$ cat config.mk
export PLATFORM = sky130hd
export DESIGN_NAME = conv_ctrl_seq
export DESIGN_NICKNAME = d
export VERILOG_FILES = /design/src/rtl/ccs_pkg.sv /design/src/rtl/ccs_link_fsm.sv /design/src/rtl/ccs_chan_gen.sv /design/src/rtl/ccs_osc_ctl.sv /design/src/rtl/conv_ctrl_seq.sv
export SDC_FILE = /design/constraint.sdc
export NUM_CORES = 1
export LEC_CHECK = 0
export ABC_AREA = 1
export BUFFER_PORTS_ARGS = -buffer_cell sky130_fd_sc_hd__clkbuf_2
export CORE_MARGIN = 4
export CORE_UTILIZATION = 34
export DETAILED_ROUTE_END_ITERATION = 10
export GPL_ROUTABILITY_DRIVEN = 0
export PLACE_DENSITY_LB_ADDON = 0.12
export SYNTH_ARGS = -nofsm -noshare
export SYNTH_HDL_FRONTEND = slang
export SYNTH_SLANG_ARGS = --single-unit
$ cat constraint.sdc
create_clock -name clk -period 1.99 [get_ports clk]
set_input_delay 0.199 -clock clk [delete_from_list [all_inputs] [get_ports clk]]
set_output_delay 0.199 -clock clk [all_outputs]
set_load 0.1 [all_outputs]
$ cat src/rtl/ccs_pkg.sv
package ccs_pkg;
    localparam int BYTE_W = 8;
    localparam int PIN_W  = 3;
    localparam int CH_W   = 2;
    localparam int MODE_W = 2;

    localparam logic [3:0]        ADDR_PREFIX = 4'b1001;
    localparam logic [BYTE_W-1:0] RSV_MASK    = 8'h77;

    localparam int BIT_AOUT = 6;
    localparam int BIT_AINC = 2;
    localparam int MODE_LSB = 4;

    typedef enum logic [2:0] {
        S_IDLE,
        S_ADDR,
        S_CTRL,
        S_WDATA,
        S_READ,
        S_SKIP
    } link_state_t;

    function automatic logic [CH_W-1:0] chan_last(input logic [MODE_W-1:0] mode);
        logic [CH_W-1:0] r;
        unique case (mode)
            2'd0:    r = 2'd3;
            2'd1:    r = 2'd2;
            2'd2:    r = 2'd2;
            default: r = 2'd1;
        endcase
        return r;
    endfunction
endpackage

$ cat src/rtl/ccs_link_fsm.sv
module ccs_link_fsm
    import ccs_pkg::*;
(
    input  logic              clk,
    input  logic              rst_n,
    input  logic [PIN_W-1:0]  pin_addr,
    input  logic              start_seen,
    input  logic              stop_seen,
    input  logic              byte_valid,
    input  logic [BYTE_W-1:0] byte_data,
    output logic              ack_req,
    output logic              rd_dir,
    output logic              ctrl_wr,
    output logic [BYTE_W-1:0] ctrl_q
);
    link_state_t state_q, state_d;
    logic        addr_hit;
    logic        ack_d;

    assign addr_hit = (byte_data[BYTE_W-1:BYTE_W-4] == ADDR_PREFIX) &&
                      (byte_data[PIN_W:1] == pin_addr);

    always_comb begin
        state_d = state_q;
        ack_d   = 1'b0;
        ctrl_wr = 1'b0;
        if (start_seen) begin
            state_d = S_ADDR;
        end else if (stop_seen) begin
            state_d = S_IDLE;
        end else if (byte_valid) begin
            unique case (state_q)
                S_ADDR: begin
                    if (addr_hit) begin
                        ack_d   = 1'b1;
                        state_d = byte_data[0] ? S_READ : S_CTRL;
                    end else begin
                        state_d = S_SKIP;
                    end
                end
                S_CTRL: begin
                    ack_d   = 1'b1;
                    ctrl_wr = 1'b1;
                    state_d = S_WDATA;
                end
                S_WDATA: ack_d = 1'b1;
                S_IDLE, S_READ, S_SKIP: state_d = state_q;
            endcase
        end
    end

    always_ff @(posedge clk or negedge rst_n) begin
        if (!rst_n) state_q <= S_IDLE;
        else        state_q <= state_d;
    end

    always_ff @(posedge clk or negedge rst_n) begin
        if (!rst_n) begin
            ack_req <= 1'b0;
            rd_dir  <= 1'b0;
            ctrl_q  <= '0;
        end else begin
            ack_req <= ack_d;
            if (!start_seen && !stop_seen && byte_valid &&
                state_q == S_ADDR && addr_hit)
                rd_dir <= byte_data[0];
            if (ctrl_wr)
                ctrl_q <= byte_data & RSV_MASK;
        end
    end


    skip_no_ack_chk: assert property (@(posedge clk) disable iff (!rst_n)
        (state_q == S_SKIP && !start_seen) |=> !ack_req);


    ack_after_byte_chk: assert property (@(posedge clk) disable iff (!rst_n)
        ack_req |-> $past(byte_valid));


    rsv_clear_chk: assert property (@(posedge clk) disable iff (!rst_n)
        !ctrl_q[7] && !ctrl_q[3]);


    read_keeps_ctrl_chk: assert property (@(posedge clk) disable iff (!rst_n)
        (state_q == S_READ && !start_seen) |=> $stable(ctrl_q));
endmodule

$ cat src/rtl/ccs_chan_gen.sv
module ccs_chan_gen
    import ccs_pkg::*;
(
    input  logic              clk,
    input  logic              rst_n,
    input  logic              wr_en,
    input  logic [BYTE_W-1:0] wr_data,
    input  logic [MODE_W-1:0] cur_mode,
    input  logic              cur_ainc,
    input  logic              conv_done,
    output logic [CH_W-1:0]   chan_idx
);
    logic [MODE_W-1:0] wr_mode;
    logic [CH_W-1:0]   wr_sel;
    logic [CH_W-1:0]   wr_last;
    logic [CH_W-1:0]   cur_last;

    assign wr_mode  = wr_data[MODE_LSB +: MODE_W];
    assign wr_sel   = wr_data[CH_W-1:0];
    assign wr_last  = chan_last(wr_mode);
    assign cur_last = chan_last(cur_mode);

    always_ff @(posedge clk or negedge rst_n) begin
        if (!rst_n) begin
            chan_idx <= '0;
        end else if (wr_en) begin
            chan_idx <= (wr_sel > wr_last) ? wr_last : wr_sel;
        end else if (conv_done && cur_ainc) begin
            chan_idx <= (chan_idx >= cur_last) ? '0 : chan_idx + 1'b1;
        end
    end


    chan_range_chk: assert property (@(posedge clk) disable iff (!rst_n)
        chan_idx <= cur_last);


    chan_wrap_chk: assert property (@(posedge clk) disable iff (!rst_n)
        (!wr_en && conv_done && cur_ainc && chan_idx == cur_last) |=> chan_idx == '0);


    chan_hold_chk: assert property (@(posedge clk) disable iff (!rst_n)
        (!wr_en && !cur_ainc) |=> $stable(chan_idx));
endmodule

$ cat src/rtl/ccs_osc_ctl.sv
module ccs_osc_ctl (
    input  logic clk,
    input  logic rst_n,
    input  logic aout_en,
    input  logic conv_req,
    input  logic conv_done,
    output logic osc_run
);
    logic busy_q;

    always_ff @(posedge clk or negedge rst_n) begin
        if (!rst_n)         busy_q <= 1'b0;
        else if (conv_req)  busy_q <= 1'b1;
        else if (conv_done) busy_q <= 1'b0;
    end

    assign osc_run = aout_en | busy_q;


    osc_on_req_chk: assert property (@(posedge clk) disable iff (!rst_n)
        conv_req |=> osc_run);


    osc_off_done_chk: assert property (@(posedge clk) disable iff (!rst_n)
        (conv_done && !conv_req && !aout_en) ##1 !aout_en |-> !osc_run);
endmodule

$ cat src/rtl/conv_ctrl_seq.sv
module conv_ctrl_seq
    import ccs_pkg::*;
(
    input  logic              clk,
    input  logic              rst_n,
    input  logic [PIN_W-1:0]  pin_addr,
    input  logic              start_seen,
    input  logic              stop_seen,
    input  logic              byte_valid,
    input  logic [BYTE_W-1:0] byte_data,
    input  logic              conv_req,
    input  logic              conv_done,
    output logic              ack_req,
    output logic              rd_dir,
    output logic [BYTE_W-1:0] ctrl_reg,
    output logic              aout_en,
    output logic              osc_run,
    output logic [CH_W-1:0]   chan_idx
);
    logic ctrl_wr;

    ccs_link_fsm i_link (
        .clk        (clk),
        .rst_n      (rst_n),
        .pin_addr   (pin_addr),
        .start_seen (start_seen),
        .stop_seen  (stop_seen),
        .byte_valid (byte_valid),
        .byte_data  (byte_data),
        .ack_req    (ack_req),
        .rd_dir     (rd_dir),
        .ctrl_wr    (ctrl_wr),
        .ctrl_q     (ctrl_reg)
    );

    ccs_chan_gen i_chan (
        .clk       (clk),
        .rst_n     (rst_n),
        .wr_en     (ctrl_wr),
        .wr_data   (byte_data),
        .cur_mode  (ctrl_reg[MODE_LSB +: MODE_W]),
        .cur_ainc  (ctrl_reg[BIT_AINC]),
        .conv_done (conv_done),
        .chan_idx  (chan_idx)
    );

    assign aout_en = ctrl_reg[BIT_AOUT];

    ccs_osc_ctl i_osc (
        .clk       (clk),
        .rst_n     (rst_n),
        .aout_en   (aout_en),
        .conv_req  (conv_req),
        .conv_done (conv_done),
        .osc_run   (osc_run)
    );


    aout_osc_chk: assert property (@(posedge clk) disable iff (!rst_n)
        aout_en |-> osc_run);
endmodule

* Yosys cells after proc, flatten, opt, wreduce, memory -nomap -nowiden *
Cells that the tools add are included.

cells by class
  $lt $le $gt $ge = 2
  muxes and demuxes = 23
  add/subtract/negate cells = 1
  bitwise gates (word level) = 1
  equal/unequal tests = 9
  reduce and logical (&&, ||, !) cells = 18

operators by type and width
  kind                 count
  $mux 3               5
  $mux 1               10
  $mux 2               4
  $pmux 2 s2           2
  $eq 3x2->1 const B   2
  $logic_and 1x1->1    6
  $pmux 3 s2           1
  $reduce_or 2->1      3
  $eq 2x1->1 const B   2
  $eq 2x2->1 const B   2
  $eq 4x4->1 const B   1
  $logic_not 2->1      2
  $reduce_bool 2->1    2
  $reduce_bool 4->1    1
  $eq 3x1->1 const B   1
  $eq 3x3->1           1
  $reduce_bool 3->1    1
  $add 2x1->2 const B  1
  $ge 2x2->1           1
  $gt 2x2->1           1
  $logic_not 1->1      2
  $pmux 1 s2           1
  $reduce_and 2->1     1
  $or 1x1->1           1

storage, ports and cells
  word-level logic and storage cells = 60
  input bits = 18
  output and inout port bits = 14
  bits in registers = 14

* Longest topological paths before layout *
  depth in word-level cells = 7
  depth in mapped cells = 9
  gate-level depth less buffers = 9

* Hierarchy *
From an unflattened synthesis, not the netlist that was laid out.

second synthesis, totals
  cells, all modules = 130
  area total of the unflattened synthesis = 929.6 µm²

modules (own cells, without submodules)
  module         seq. area each (µm²)  cells an instance  area an instance (µm²)  instances
  ccs_link_fsm   275.3                 84                 606.8                   1
  ccs_chan_gen   50.0                  39                 269.0                   1
  ccs_osc_ctl    25.0                  6                  46.3                    1
  conv_ctrl_seq  0.0                   1                  7.5                     1

* Worst setup path after synthesis *
Ideal clock, no wire load.

  path type = register to register
  from = reg i_link.ctrl_q[5]
  to = reg i_chan.chan_idx[1]
  cell stages (with the launch flop) = 9
  clock period less this slack = 2.124 ns
  arrival time = 2.055 ns
  setup time = 0.069 ns
  setup slack = -0.134 ns
  data required time = 1.921 ns
  buffers on the path = 0
  path through = dfrtp_1 ha_1 inv_1 ha_1 o21ai_0 nand3_1 nand2_1 nand3_1 nand2_1

between the ends
  longest elaborated chain between the ends = 7
  elaborated cells on any way between the ends = 9
  classes of those cells = 1 x order compare; 2 x eq/ne; 4 x mux; 2 x reduce/logical

RTL lines
  what                                             line                RTL
  start: declaration                               ccs_link_fsm.sv:14  output logic [BYTE_W-1:0] ctrl_q
  start signal: assignment                         ccs_link_fsm.sv:68  ctrl_q <= byte_data & RSV_MASK;
  $eq 2x1->1 / $eq 2x2->1 (equally long branches)  ccs_pkg.sv:25       unique case (mode)
  $reduce_or 2->1 (no source line)                 --
  $pmux 2 s2 *                                     ccs_pkg.sv:25
  $ge 2x2->1 *                                     ccs_chan_gen.sv:29  chan_idx <= (chan_idx >= cur_last) ? '0 : chan_idx + 1'b1;
  $mux 2 *                                         ccs_chan_gen.sv:29
  $mux 2 *                                         ccs_chan_gen.sv:28  end else if (conv_done && cur_ainc) begin
  $mux 2 *                                         ccs_chan_gen.sv:26  end else if (wr_en) begin
  end signal: assignment                           ccs_chan_gen.sv:27  chan_idx <= (wr_sel > wr_last) ? wr_last : wr_sel;
  end signal: assignment                           ccs_chan_gen.sv:29
  end: declaration                                 ccs_chan_gen.sv:11  output logic [CH_W-1:0] chan_idx

Every way passes the cells marked *; elsewhere a longest branch is shown, timed or not. The select of a mux whose other input is x is not followed.
A chain may end at the register's enable or synchronous reset.

* Final worst setup path *
  from = reg i_link.ctrl_q[5]
  to = reg i_chan.chan_idx[0]

Same word-level chain as after synthesis.

==> flow_metrics.tcl <==
set metrics [dict create \
    arrival_ns 1.85 \
    timing.fmax_mhz 610 \
    post_dp_cell_area_sq_mm 0.00111 \
    fin_crit_sh_pct 82.4 \
    ys_warn_count 0 \
    crit-reg2reg-launch "i_link.ctrl_q[5]" \
    cap_viol_max_count 0 \
    fin_area_sq_mm 0.00114 \
    post-place-ws_ns 0.377 \
    vias 845 \
    crit_type "reg2reg" \
    dr.pass1.iters 4 \
    die_h_um 60.9 \
    drt_iter0_drc 19 \
    grt-busiest-layer "met2" \
    ant_nets 0 \
    timing.final.ws_setup_ns 0.350 \
    die_w_um 60.9 \
    htreeDepth 1 \
    yosys.area.top_type "dfrtp_1" \
    cts_hold_buf 1 \
    max_slew_margin_pct 63.0 \
    antenna_cells 0 \
    fin_setup_tns_ns 0 \
    hp-class "in2reg" \
    cts-root-buf "clkbuf_4" \
    ff2ff_path_depth 8 \
    grt_max_degree 18 \
    antenna_found_initial 0 \
    power_density_mw_per_mm2 532 \
    die_area_sq_mm 0.00371 \
    cts_resized 0 \
    end_kind "flip-flop" \
    run_status "complete, no violations" \
    ys_seq_elements 14 \
    post-dp-hpwl_um 1610 \
    p_leak_uw 0.000716 \
    syn2layout_area_growth_pct 19.6 \
    fillers 279 \
    cts.sinks 14 \
    grtUsageMet1_pct 15.5 \
    cts_tree "done" \
    use_met2_pct 19.7 \
    synth.distinct_cells 24 \
    ir_drop_uv 288 \
    whs_endpoint "i_osc.busy_q" \
    r2r-end "i_chan.chan_idx[0]" \
    finalSetupViolCount 0 \
    grt_setup_unrepaired "false" \
    worst_setup_path_start_kind "flip-flop" \
    wire_per_inst_um 10.2 \
    tightest_slew_ns 0.557 \
    critPathMaxFanout 3 \
    report.power.total_uw 606 \
    required_ns 2.19 \
    cts-buffers-inserted 3 \
    avgSynthCellArea_sq_um 7.38 \
    row_count 18 \
    core_area_sq_mm 0.00257 \
    finalWirelength_um 1920 \
    drive_above_1_share_pct 29.7 \
    cts_setup_buffers 0 \
    min_delay_path_depth 2 \
    synth_area_leaders "dfrtp_1 37%, nand2_1 15%, ha_1 11%" \
    syn_area_sq_um 952 \
    hold_viol 0 \
    grt_pass1_wl_um 3350 \
    synthCells 129 \
    io_pins 32 \
    maxSlewViolCount 0 \
    track_usage_pct 12.5 \
    start_util_pct 37.1 \
    final.min_clock_period_ns 1.64 \
    grt_pass1_vias 790 \
    clk_pin_slew_ns 0.08 \
    io_buffer_count 29 \
    yosysSeqAreaShare_pct 36.8 \
    hold_start "conv_done" \
    rrSetupSlack_ns 0.35 \
    clk_path_buf_depth 2 \
    clock_latency_ns 0.27 \
    remaining_drc_errors 0 \
    use_met3_pct 2.77 \
    via_per_inst 4.49 \
    nNetsFinal 186 \
    clock_skew_ns 0.00372 \
    yosys.area.top_type_share_pct 36.8 \
    grt_overflow_total 0 \
]
## through the flow
| step | utilization [%] | hold slack, ns | instances |
|---|---|---|---|
| 2_1_floorplan | - | -0.0966 | 130 |
| 3_3_place_gp | 43.1 | 0.122 | 184 |
| 3_5_place_dp | 43.1 | 0.125 | 184 |
| 4_1_cts | 44.3 | 0.106 | 188 |
| 5_1_grt | 44.3 | 0.109 | 188 |
| 6_report | 44.3 | 0.116 | 188 |
## critical path, cell delays in order (launching register included)
cell and delay, ns:
dfrtp_2 0.42, ha_1 0.27, inv_1 0.04, ha_1 0.25, o21ai_0 0.22, nand3_1 0.11, nand2_1 0.09, nand2_1 0.05
a21oi_1 0.11
## registers in the layout, indices dropped and copies added, names as in the netlist
name             count
i_chan.chan_idx      2
i_link.ack_req       1
i_link.ctrl_q        6
i_link.rd_dir        1
i_link.state_q       3
i_osc.busy_q         1
## area by class of cell
type | count | area (sq um) | area share, %
inverter | 23 | 86.3 | 7.58
timing repair buffer | 30 | 155 | 13.6
clock buffer | 3 | 22.5 | 1.98
tap | 30 | 37.5 | 3.30
sequential | 14 | 353 | 31.0
multi-input combinational | 88 | 484 | 42.5
## layer usage
metal,up-vias,wire [um]
li1,455,-
met5,-,0
met2,20,881
met4,0,0
met1,370,938
met3,0,97
## Yosys cell counts, drive strengths merged
cell and count:
conb 1, buf 5, o22ai 1, nor2 7, inv 23, nand3b 2
nand3 9, or2 4, dfrtp 14, a21oi 3, ha 8, nand2 41
o21ai 9, o21bai 2
## how the worst max path moves through the flow
stage                                   from            endpoint  slack (ns)  cells after the start
after detailed placement    i_link.ctrl_q[4]  i_chan.chan_idx[0]        0.38                      8
after CTS                   i_link.ctrl_q[4]  i_chan.chan_idx[0]        0.35                      8
after floorplan           i_chan.chan_idx[0]  i_chan.chan_idx[1]        0.03                      7
after global placement      i_link.ctrl_q[4]  i_chan.chan_idx[0]        0.41                      8
final                       i_link.ctrl_q[5]  i_chan.chan_idx[0]        0.35                      8
after global routing        i_link.ctrl_q[4]  i_chan.chan_idx[0]        0.17                      8
## cell families after synthesis
group / count (synthesis) / share of synthesized area [%]
AND/OR/NAND/NOR: 63 / 31.0
buffers and inverters: 28 / 12.7
AO/OA/AOI/OAI: 15 / 8.54
flip-flops: 14 / 36.8
adder cells (fa/ha/maj): 8 / 10.5
other: 1 / 0.394
## power by group
group / internal (uW) / switching [uW] / leakage [uW]
Sequential: 292 / 5.48 / 0.000184
Combinational: 43.7 / 109 / 0.000518
Clock: 70.0 / 85.7 / 0.0000138
## layout by cell type (no fill, tap or decap), types with 2 or more instances in the layout
master	synthesis	final
o21ai_1	8	8
dfrtp_1	14	12
dfrtp_2	0	2
nand2_2	2	2
ha_1	8	8
clkbuf_4	0	3
nand3_1	8	8
nand3b_1	2	2
a21oi_1	3	3
inv_1	18	18
conb_1	1	2
o21bai_1	2	2
nor2_1	5	5
inv_2	5	5
clkbuf_2	0	29
or2_0	2	2
nand2_1	38	38
Note: power is estimated with default switching activity, not from simulation.
